[config.mk]
export PLATFORM = sky130hd
export DESIGN_NAME = cmp_timer64
export DESIGN_NICKNAME = d
export VERILOG_FILES = /design/src/rtl/tmr_pkg.sv /design/src/rtl/tmr_prescaler.sv /design/src/rtl/tmr_counter.sv /design/src/rtl/tmr_compare.sv /design/src/rtl/cmp_timer64.sv
export SDC_FILE = /design/constraint.sdc
export NUM_CORES = 1
export LEC_CHECK = 0
export ABC_AREA = 1
export BUFFER_PORTS_ARGS = -buffer_cell sky130_fd_sc_hd__buf_4
export CAP_MARGIN = 20
export CELL_PAD_IN_SITES_DETAIL_PLACEMENT = 1
export CELL_PAD_IN_SITES_GLOBAL_PLACEMENT = 2
export CORE_UTILIZATION = 34
export DETAILED_ROUTE_END_ITERATION = 10
export GPL_ROUTABILITY_DRIVEN = 0
export PLACE_DENSITY = 0.89
export SYNTH_ARGS = -nofsm -noshare
export SYNTH_HDL_FRONTEND = slang
export SYNTH_SLANG_ARGS = --single-unit
export TNS_END_PERCENT = 10
[constraint.sdc]
create_clock -name clk -period 2.55 [get_ports clk]
set_input_delay 0.255 -clock clk [delete_from_list [all_inputs] [get_ports clk]]
set_output_delay 0.255 -clock clk [all_outputs]
set_load 0.05 [all_outputs]
[src/rtl/tmr_pkg.sv]
package tmr_pkg;
    localparam int OFS_CNT_LO  = 'h00;
    localparam int OFS_CNT_HI  = 'h04;
    localparam int OFS_CTRL    = 'h08;
    localparam int OFS_STAT    = 'h0C;
    localparam int OFS_CMP_LO  = 'h10;
    localparam int OFS_CMP_HI  = 'h14;
    localparam int OFS_AINC    = 'h18;

    localparam int CTRL_RUN    = 0;
    localparam int CTRL_CMP    = 1;
    localparam int CTRL_IRQ    = 2;
    localparam int CTRL_AINC   = 3;
    localparam int CTRL_PS_LSB = 8;

    typedef enum logic [1:0] {
        CMP_OFF   = 2'd0,
        CMP_ARMED = 2'd1,
        CMP_SPENT = 2'd2
    } cmp_state_t;
endpackage

[src/rtl/tmr_prescaler.sv]
module tmr_prescaler #(
    parameter int PS_W = 4
) (
    input  logic            clk,
    input  logic            rst_n,
    input  logic            run,
    input  logic [PS_W-1:0] ps_val,
    output logic            tick
);
    logic [PS_W-1:0] div_q;

    assign tick = run && (div_q == ps_val);

    always_ff @(posedge clk) begin
        if (!rst_n || !run || tick) div_q <= '0;
        else                        div_q <= div_q + 1'b1;
    end

    // with a nonzero prescaler two ticks are never adjacent
    p_tick_spacing_r4: assert property (@(posedge clk) disable iff (!rst_n)
        (tick && ps_val != '0) |=> (!tick || ps_val == '0));
endmodule

[src/rtl/tmr_counter.sv]
module tmr_counter #(
    parameter int DATA_W = 32,
    localparam int CNT_W = 2 * DATA_W
) (
    input  logic              clk,
    input  logic              rst_n,
    input  logic              tick,
    input  logic              wr_lo,
    input  logic              wr_hi,
    input  logic [DATA_W-1:0] wdata,
    output logic [CNT_W-1:0]  cnt
);
    always_ff @(posedge clk) begin
        if (!rst_n) begin
            cnt <= '0;
        end else if (wr_lo || wr_hi) begin
            if (wr_lo) cnt[DATA_W-1:0]     <= wdata;
            if (wr_hi) cnt[CNT_W-1:DATA_W] <= wdata;
        end else if (tick) begin
            cnt <= cnt + CNT_W'(1);
        end
    end

    // an unwritten high word moves only as the low word wraps to zero
    p_carry_only_r5: assert property (@(posedge clk) disable iff (!rst_n)
        (!$stable(cnt[CNT_W-1:DATA_W]) && !$past(wr_lo || wr_hi))
        |-> (cnt[DATA_W-1:0] == '0));
endmodule

[src/rtl/tmr_compare.sv]
module tmr_compare
    import tmr_pkg::*;
#(
    parameter int DATA_W = 32,
    localparam int CNT_W = 2 * DATA_W
) (
    input  logic              clk,
    input  logic              rst_n,
    input  logic [CNT_W-1:0]  cnt,
    input  logic              cmp_en,
    input  logic              ainc_en,
    input  logic              wr_lo,
    input  logic              wr_hi,
    input  logic              wr_ainc,
    input  logic [DATA_W-1:0] wdata,
    output logic [CNT_W-1:0]  cmp_val,
    output logic [DATA_W-1:0] ainc_val,
    output logic              hit
);
    cmp_state_t state_q, state_d;
    logic       reached;
    logic       cmp_wr;

    assign reached = (cnt >= cmp_val);
    assign cmp_wr  = wr_lo || wr_hi;

    always_ff @(posedge clk) begin
        if (!rst_n) state_q <= CMP_OFF;
        else        state_q <= state_d;
    end

    always_comb begin
        state_d = state_q;
        unique case (state_q)
            CMP_OFF:   if (cmp_en) state_d = CMP_ARMED;
            CMP_ARMED: begin
                if (!cmp_en)                    state_d = CMP_OFF;
                else if (reached && !ainc_en)   state_d = CMP_SPENT;
            end
            CMP_SPENT: begin
                if (!cmp_en)     state_d = CMP_OFF;
                else if (cmp_wr) state_d = CMP_ARMED;
            end
            default:   state_d = CMP_OFF;
        endcase
    end

    always_comb begin
        hit = 1'b0;
        unique case (state_q)
            CMP_ARMED: hit = cmp_en && reached;
            CMP_OFF, CMP_SPENT: hit = 1'b0;
            default:   hit = 1'b0;
        endcase
    end

    always_ff @(posedge clk) begin
        if (!rst_n) begin
            cmp_val  <= '0;
            ainc_val <= '0;
        end else begin
            if (wr_ainc) ainc_val <= wdata;
            if (cmp_wr) begin
                if (wr_lo) cmp_val[DATA_W-1:0]     <= wdata;
                if (wr_hi) cmp_val[CNT_W-1:DATA_W] <= wdata;
            end else if (hit && ainc_en) begin
                cmp_val <= cmp_val + CNT_W'(ainc_val);
            end
        end
    end

    // a single-shot match is never followed by another match next cycle
    p_single_shot_r11: assert property (@(posedge clk) disable iff (!rst_n)
        (hit && !ainc_en) |=> !hit);
    // a periodic match advances the comparator by the step
    p_ainc_step_r10: assert property (@(posedge clk) disable iff (!rst_n)
        (hit && ainc_en && !cmp_wr) |=> (cmp_val == $past(cmp_val + CNT_W'(ainc_val))));
endmodule

[src/rtl/cmp_timer64.sv]
module cmp_timer64
    import tmr_pkg::*;
#(
    parameter int DATA_W = 32,
    parameter int ADDR_W = 5,
    parameter int PS_W   = 4,
    localparam int CNT_W = 2 * DATA_W
) (
    input  logic              clk,
    input  logic              rst_n,
    input  logic [ADDR_W-1:0] bus_addr,
    input  logic              bus_we,
    input  logic [DATA_W-1:0] bus_wdata,
    output logic [DATA_W-1:0] bus_rdata,
    output logic              irq
);
    logic            run_en, cmp_en, irq_en, ainc_en, flag_q;
    logic [PS_W-1:0] ps_val;
    logic            tick, hit;
    logic [CNT_W-1:0]  cnt, cmp_val;
    logic [DATA_W-1:0] ainc_val;

    logic we_cnt_lo, we_cnt_hi, we_ctrl, we_stat, we_cmp_lo, we_cmp_hi, we_ainc;
    assign we_cnt_lo = bus_we && (bus_addr == ADDR_W'(OFS_CNT_LO));
    assign we_cnt_hi = bus_we && (bus_addr == ADDR_W'(OFS_CNT_HI));
    assign we_ctrl   = bus_we && (bus_addr == ADDR_W'(OFS_CTRL));
    assign we_stat   = bus_we && (bus_addr == ADDR_W'(OFS_STAT));
    assign we_cmp_lo = bus_we && (bus_addr == ADDR_W'(OFS_CMP_LO));
    assign we_cmp_hi = bus_we && (bus_addr == ADDR_W'(OFS_CMP_HI));
    assign we_ainc   = bus_we && (bus_addr == ADDR_W'(OFS_AINC));

    always_ff @(posedge clk) begin
        if (!rst_n) begin
            {run_en, cmp_en, irq_en, ainc_en} <= '0;
            ps_val <= '0;
        end else if (we_ctrl) begin
            run_en  <= bus_wdata[CTRL_RUN];
            cmp_en  <= bus_wdata[CTRL_CMP];
            irq_en  <= bus_wdata[CTRL_IRQ];
            ainc_en <= bus_wdata[CTRL_AINC];
            ps_val  <= bus_wdata[CTRL_PS_LSB +: PS_W];
        end
    end

    // set beats clear so an event landing on a clear write is kept
    always_ff @(posedge clk) begin
        if (!rst_n)                      flag_q <= 1'b0;
        else if (hit)                    flag_q <= 1'b1;
        else if (we_stat && bus_wdata[0]) flag_q <= 1'b0;
    end

    assign irq = flag_q && irq_en;

    tmr_prescaler #(.PS_W(PS_W)) u_ps (
        .clk(clk), .rst_n(rst_n), .run(run_en), .ps_val(ps_val), .tick(tick)
    );

    tmr_counter #(.DATA_W(DATA_W)) u_cnt (
        .clk(clk), .rst_n(rst_n), .tick(tick), .wr_lo(we_cnt_lo),
        .wr_hi(we_cnt_hi), .wdata(bus_wdata), .cnt(cnt)
    );

    tmr_compare #(.DATA_W(DATA_W)) u_cmp (
        .clk(clk), .rst_n(rst_n), .cnt(cnt), .cmp_en(cmp_en), .ainc_en(ainc_en),
        .wr_lo(we_cmp_lo), .wr_hi(we_cmp_hi), .wr_ainc(we_ainc),
        .wdata(bus_wdata), .cmp_val(cmp_val), .ainc_val(ainc_val), .hit(hit)
    );

    always_comb begin
        bus_rdata = '0;
        case (bus_addr)
            ADDR_W'(OFS_CNT_LO): bus_rdata = cnt[DATA_W-1:0];
            ADDR_W'(OFS_CNT_HI): bus_rdata = cnt[CNT_W-1:DATA_W];
            ADDR_W'(OFS_CTRL):   bus_rdata = DATA_W'({ps_val, 4'b0000, ainc_en, irq_en, cmp_en, run_en});
            ADDR_W'(OFS_STAT):   bus_rdata = DATA_W'(flag_q);
            ADDR_W'(OFS_CMP_LO): bus_rdata = cmp_val[DATA_W-1:0];
            ADDR_W'(OFS_CMP_HI): bus_rdata = cmp_val[CNT_W-1:DATA_W];
            ADDR_W'(OFS_AINC):   bus_rdata = ainc_val;
            default:             bus_rdata = '0;
        endcase
    end

    // the flag can only rise after a cycle with the comparator enabled
    p_flag_needs_en_r7: assert property (@(posedge clk) disable iff (!rst_n)
        $rose(flag_q) |-> $past(cmp_en));
    // without a clearing write the flag holds
    p_flag_sticky_r8: assert property (@(posedge clk) disable iff (!rst_n)
        (flag_q && !(we_stat && bus_wdata[0])) |=> flag_q);
endmodule

# Yosys cells after proc, flatten, opt, wreduce, memory -nomap -nowiden
# Index checks and enable logic that the tools add are counted.
dict set report word_totals {
  output_inout_bits 33
  regBits 175
  inputBits 40
}
dict set report op_classes {
  n_mux 18
  order_cmp 1
  reduce_logical 30
  addsub 3
  n_eq_ne 16
}
# cell count
set op_table {}
lappend op_table {{$mux 64} 4}
lappend op_table {{$pmux 32 s7} 1}
lappend op_table {{$mux 32} 4}
lappend op_table {{$add 64x1->64 const B} 1}
lappend op_table {{$add 64x32->64} 1}
lappend op_table {{$ge 64x64->1} 1}
lappend op_table {{$eq 5x5->1 const B} 3}
lappend op_table {{$logic_and 1x1->1} 13}
lappend op_table {{$eq 5x4->1 const B} 2}
lappend op_table {{$mux 2} 5}
lappend op_table {{$ne 2x1->1 const B} 4}
lappend op_table {{$reduce_and 2->1} 4}
lappend op_table {{$ne 3x2->1 const B} 2}
lappend op_table {{$pmux 2 s3} 1}
lappend op_table {{$reduce_bool 2->1} 3}
lappend op_table {{$eq 5x3->1 const B} 1}
lappend op_table {{$logic_not 5->1} 1}
lappend op_table {{$add 4x1->4 const B} 1}
lappend op_table {{$eq 4x4->1} 1}
lappend op_table {{$logic_or 1x1->1} 4}
lappend op_table {{$logic_not 1->1} 3}
lappend op_table {{$mux 1} 3}
lappend op_table {{$reduce_and 3->1} 1}
lappend op_table {{$eq 2x1->1 const B} 1}
lappend op_table {{other kinds (3)} 3}

# Depth between registers and ports, before layout
dict set report logic_depth {
  depth_word 6
  mapped_depth 21
}

# Cells and area by module
# Synthesis repeated with hierarchy kept, for this count alone.
dict set report hier_totals {
  cells_unflattened 3230
  area_unflattened_um2 17479.3
}
# module area_per_inst_um2 cells_per_inst n_inst
set by_module_without_submodules {}
lappend by_module_without_submodules {tmr_compare 10149.7 1859 1}
lappend by_module_without_submodules {tmr_counter 4783.3 850 1}
lappend by_module_without_submodules {cmp_timer64 2313.5 486 1}
lappend by_module_without_submodules {tmr_prescaler 232.7 35 1}

# Least setup slack after synthesis
# No wires, ideal clock.
dict set report synth_timing {
  kind {input -> output}
  from {input bus_addr[1]}
  to {output bus_rdata[21]}
  t_arrival_ns 2.052
  stages 6
  setup_slack_ns 0.243
  cell_sequence {nor2_4 -> nand3_2 -> nor2_4 -> inv_2 -> clkbuf_1 -> o21ai_0}
}
dict set report synth_via {
  elab_chain_cells 2
  word_cells_on_any_way 8
  cone_classes {eq/ne: 6; mux: 1; reduce/logical: 1}
}
# item line_no
set synth_rtl {}
lappend synth_rtl {{start, declared} cmp_timer64.sv:11} ;# input logic [ADDR_W-1:0] bus_addr,
lappend synth_rtl {{$eq 5x5->1 (tied with other cells)} cmp_timer64.sv:71} ;# case (bus_addr)
lappend synth_rtl {{$pmux 32 s7 *} cmp_timer64.sv:71}
lappend synth_rtl {{end, declared} cmp_timer64.sv:14} ;# output logic [DATA_W-1:0] bus_rdata,
# Mark *: on every way between the ends. The rest lies on a longest branch, timed or not.

# Final worst setup path
dict set report layout_timing {
  from {register u_cmp.cmp_val[58]}
  to {register u_cmp.cmp_val[0]}
}
dict set report layout_via {
  elab_chain_cells 6
}
# item line_no
set layout_rtl {}
lappend layout_rtl {{start, declared} tmr_compare.sv:16} ;# output logic [CNT_W-1:0] cmp_val,
lappend layout_rtl {{start signal, assigned by index} tmr_compare.sv:64} ;# if (wr_lo) cmp_val[DATA_W-1:0] <= wdata;
lappend layout_rtl {{start signal, assigned by index} tmr_compare.sv:65} ;# if (wr_hi) cmp_val[CNT_W-1:DATA_W] <= wdata;
lappend layout_rtl {{start signal, assigned} tmr_compare.sv:67} ;# cmp_val <= cmp_val + CNT_W'(ainc_val);
lappend layout_rtl {{$ge 64x64->1} tmr_compare.sv:24} ;# assign reached = (cnt >= cmp_val);
lappend layout_rtl {{$logic_and 1x1->1} tmr_compare.sv:51} ;# CMP_ARMED: hit = cmp_en && reached;
lappend layout_rtl {{$mux 1} tmr_compare.sv:50} ;# unique case (state_q)
lappend layout_rtl {{$logic_and 1x1->1} tmr_compare.sv:66} ;# end else if (hit && ainc_en) begin
lappend layout_rtl {{$reduce_bool 2->1 (no line)} n/a}
lappend layout_rtl {{$reduce_and 2->1 (no line)} n/a}
# No other way between the ends.
# A chain may end at the register's enable or synchronous reset.

==> results_dict.tcl <==
set metrics [dict create \
    holdWs_ns 0.111 \
    num_rows 80 \
    slowest_delay_ns 0.39 \
    async_flop_share_pct 0 \
    hold_path_class "in2reg" \
    cp.required_ns 2.91 \
    crit_slowest_cell "dfxtp_1" \
    grt_max_degree 65 \
    cts-root-buf "clkbuf_16" \
    grt.total_usage_pct 34.0 \
    leakage_nw 9.93 \
    core_area_um2 47600 \
    start_util_pct 34.5 \
    synth_common_cells "878 x nand2_1, 412 x inv_1, 282 x nor2_1, 207 x a21oi_1, 175 x dfxtp_1" \
    synth.area.top_cells "dfxtp_1 21%, nand2_1 20%, inv_1 9.4%" \
    syn_inst 2834 \
    worstMarginPinSlew_ns 1.09 \
    muxShareOfSynthArea_pct 0 \
    post_drt_via_cell_ratio 5.65 \
    place_area_um2 19000 \
    yosysMostFrequentCell "nand2_1" \
    h-tree-depth 4 \
    layout_min_cycle_time_ns 2.53 \
    synth_top_family_by_area "simple AND/OR/NAND/NOR gates" \
    yosysWarnings 0 \
    grt_pass1_vias 20691 \
    worst_slack_ns 0.0244 \
    synthFlopType "dfxtp_1" \
    synth_xor_area_share_pct 2.61 \
    fin_area_um2 20300 \
    min_to "u_cmp.ainc_val[28]" \
    die_area_um2 49200 \
    synth_fa_ha_area_share_pct 7.59 \
    path_max_fanout 9 \
    dp.cells 3626 \
    synth_top_area_cell "dfxtp_1" \
    die_y_um 222 \
    cts_tree "done" \
    layout-drive-gt1-share_pct 18.6 \
    synth-seq-cells 175 \
    grt_pass1_wl_um 126000 \
    final-hold-violation-count 0 \
    ios 73 \
    synth-simple-area-share_pct 39.5 \
    endpoint_kind "register" \
    dp_hpwl_um 68300 \
    antenna_found_initial 0 \
    avgSynthCellArea_um2 5.79 \
    min_from "bus_wdata[28]" \
    cp_top_family "simple AND/OR/NAND/NOR gates" \
    rsz0062_at_grt "true" \
    drt_iter0_markers 1619 \
    drc 0 \
    path_clk_slew_ns 0.07 \
    worstPathCellList "inv_1 > ha_1 > nand2_1 > nor3_4 > nand2_2 > nor3b_2 > nand2_1 > nand2_2 > nand3_4 > buf_6 > clkbuf_16 > a21oi_1 > nor2_1" \
    vias 20742 \
    wl_um 86500 \
    rr_worst_depth 13 \
    syn-num-nets 2973 \
    p_per_area_nw_per_um2 334 \
    finalNonFillerCells 3671 \
    num_antenna_cells 0 \
    grt.overflow.total 0 \
    r2r_slack_ns 0.02 \
    cts_buffers 17 \
    dr.pass1.iters 6 \
    fillers 6551 \
    clock.fmax_ghz 0.396 \
    relSlewSlack_pct 27.5 \
    startpoint_type "register" \
    slew_viol_final 0 \
    ir_worst_vdd_v 0.000480 \
    hold_depth 3 \
    r2r_start "u_cmp.cmp_val[58]" \
    clk_path_buf_depth 2 \
    syn-cell-area_um2 16400 \
    cts.sinks 175 \
    port_buffers 72 \
    r2r-end "u_cmp.cmp_val[0]" \
    cap_viol_max_count 0 \
    synth_top_area_share_pct 21.3 \
    synth_compound_gate_area_share_pct 16.4 \
    seq_area_frac_synth_pct 21.3 \
    synth_edf_count 0 \
    fin_crit_sh_pct 99.0 \
    place_ws_ns -0.102 \
    dieWidth_um 222 \
    status "completed" \
    finalSetupViolCount 0 \
    path_buf_inv 3 \
    worstSkewPairLatency_ns 0.48 \
    worst_ep_arrival_time_ns 2.89 \
    synthDistinctLibCells 46 \
    skew_ns 0.0121 \
    wire_per_inst_um 23.6 \
    crit_cells 13 \
    antenna_left 0 \
    fin_util_pct 42.6 \
    fin_nets 3182 \
    path_class "reg2reg" \
    syn2layout_area_growth_pct 23.5 \
]
==> repair_timing <==
item / 4_1_cts / 5_1_grt
resized for setup: 17 / 149
cloned: 0 / 3
pin swaps: 1 / 13
endpoints found under the setup margin: 63 / 64
hold buffers: 0 / 0
setup buffers: 1 / 9
==> worst max-delay path by stage <==
stage,from,to,slack [ns]
after floorplan,bus_addr[1],bus_rdata[21],0.24
final,u_cmp.cmp_val[58],u_cmp.cmp_val[0],0.02
after global placement,u_cmp.cmp_val[25],u_cmp.cmp_val[62],-0.01
after CTS,u_cmp.cmp_val[62],u_cmp.cmp_val[56],0.002
after global routing,u_cmp.cmp_val[0],u_cmp.cmp_val[60],-0.11
after detailed placement,u_cmp.cmp_val[26],u_cmp.cmp_val[21],-0.10
==> kinds of logic after synthesis <==
family          Yosys count
simple gates           1504
buf+inv                 522
fa+ha+maj                99
xor+xnor                 49
flops                   175
compound gates          485
==> report_power, final <==
part	total, mW	leakage [nW]	switching, mW	internal [mW]
logic	1.00	8.22	0.643	0.358
clock network	2.93	0.291	1.35	1.58
registers	2.84	1.43	0.0572	2.78
total	6.77	9.93	2.05	4.72
==> layout by cell type, fill, tap and decap left out, types with 4 or more instances in the layout <==
cell and instances:
buf_6 4, buf_12 12, nor2_2 31, dfxtp_2 27, o21ai_0 121, nand4_1 44
nor3_2 6, clkbuf_16 19, nand3_1 140, buf_4 270, dfxtp_1 147, o21ai_1 26
nor2_1 253, a221oi_1 7, nor2_4 12, inv_2 14, or2_2 12, o2111ai_1 5
a211oi_1 5, ha_4 10, xor2_1 41, inv_1 407, nand3_2 60, a21oi_1 190
ha_1 67, nand2_1 856, o221ai_1 19, nor4_1 6, nor3_1 41, a21oi_2 17
o22ai_1 36, ha_2 21, a31oi_1 46, nand2_2 28, xnor2_1 8
==> sequential cells by signal, indices dropped and copies added (netlist names) <==
name            cells
u_cmp.cmp_val      64
u_cnt.cnt          64
u_cmp.ainc_val     32
ps_val              4
u_ps.div_q          4
u_cmp.state_q       2
ainc_en             1
cmp_en              1
flag_q              1
irq_en              1
run_en              1
==> through the flow <==
step / setup TNS [ns] / total power [mW]
after floorplan: 0 / 3.36
after global placement: -0.0137 / 3.76
after detailed placement: -2.00 / 3.79
after CTS: 0 / 6.68
after global routing: -3.13 / 6.95
final: 0 / 6.77
==> routing by layer <==
metal | vias up | wire length [um] | track usage (%)
li1 | 9587 | - | -
met2 | 916 | 38000 | 53.2
met4 | 0 | 6120 | 21.7
met3 | 239 | 6770 | 7.06
met5 | - | 0 | 0
met1 | 10000 | 35600 | 42.4
==> cell type report <==
type | count | area (um^2) | area share [%]
Clock inverter | 12 | 159 | 0.784
Sequential cell | 175 | 3540 | 17.5
Timing Repair Buffer | 289 | 2380 | 11.7
Inverter | 423 | 1590 | 7.86
Tap cell | 615 | 769 | 3.80
Clock buffer | 20 | 447 | 2.20
Multi-Input combinational cell | 2137 | 11400 | 56.2
==> worst register-to-register path, stage by stage, from the launching register on <==
cell and delay, ns:
dfxtp_1 0.39, inv_1 0.12, ha_1 0.29, nand2_1 0.10, nor3_4 0.23, nand2_2 0.14, nor3b_2 0.18, nand2_1 0.08
nand2_2 0.09, nand3_4 0.16, buf_6 0.21, clkbuf_16 0.17, a21oi_1 0.18, nor2_1 0.07
Note: power is estimated with default switching activity, not from simulation.
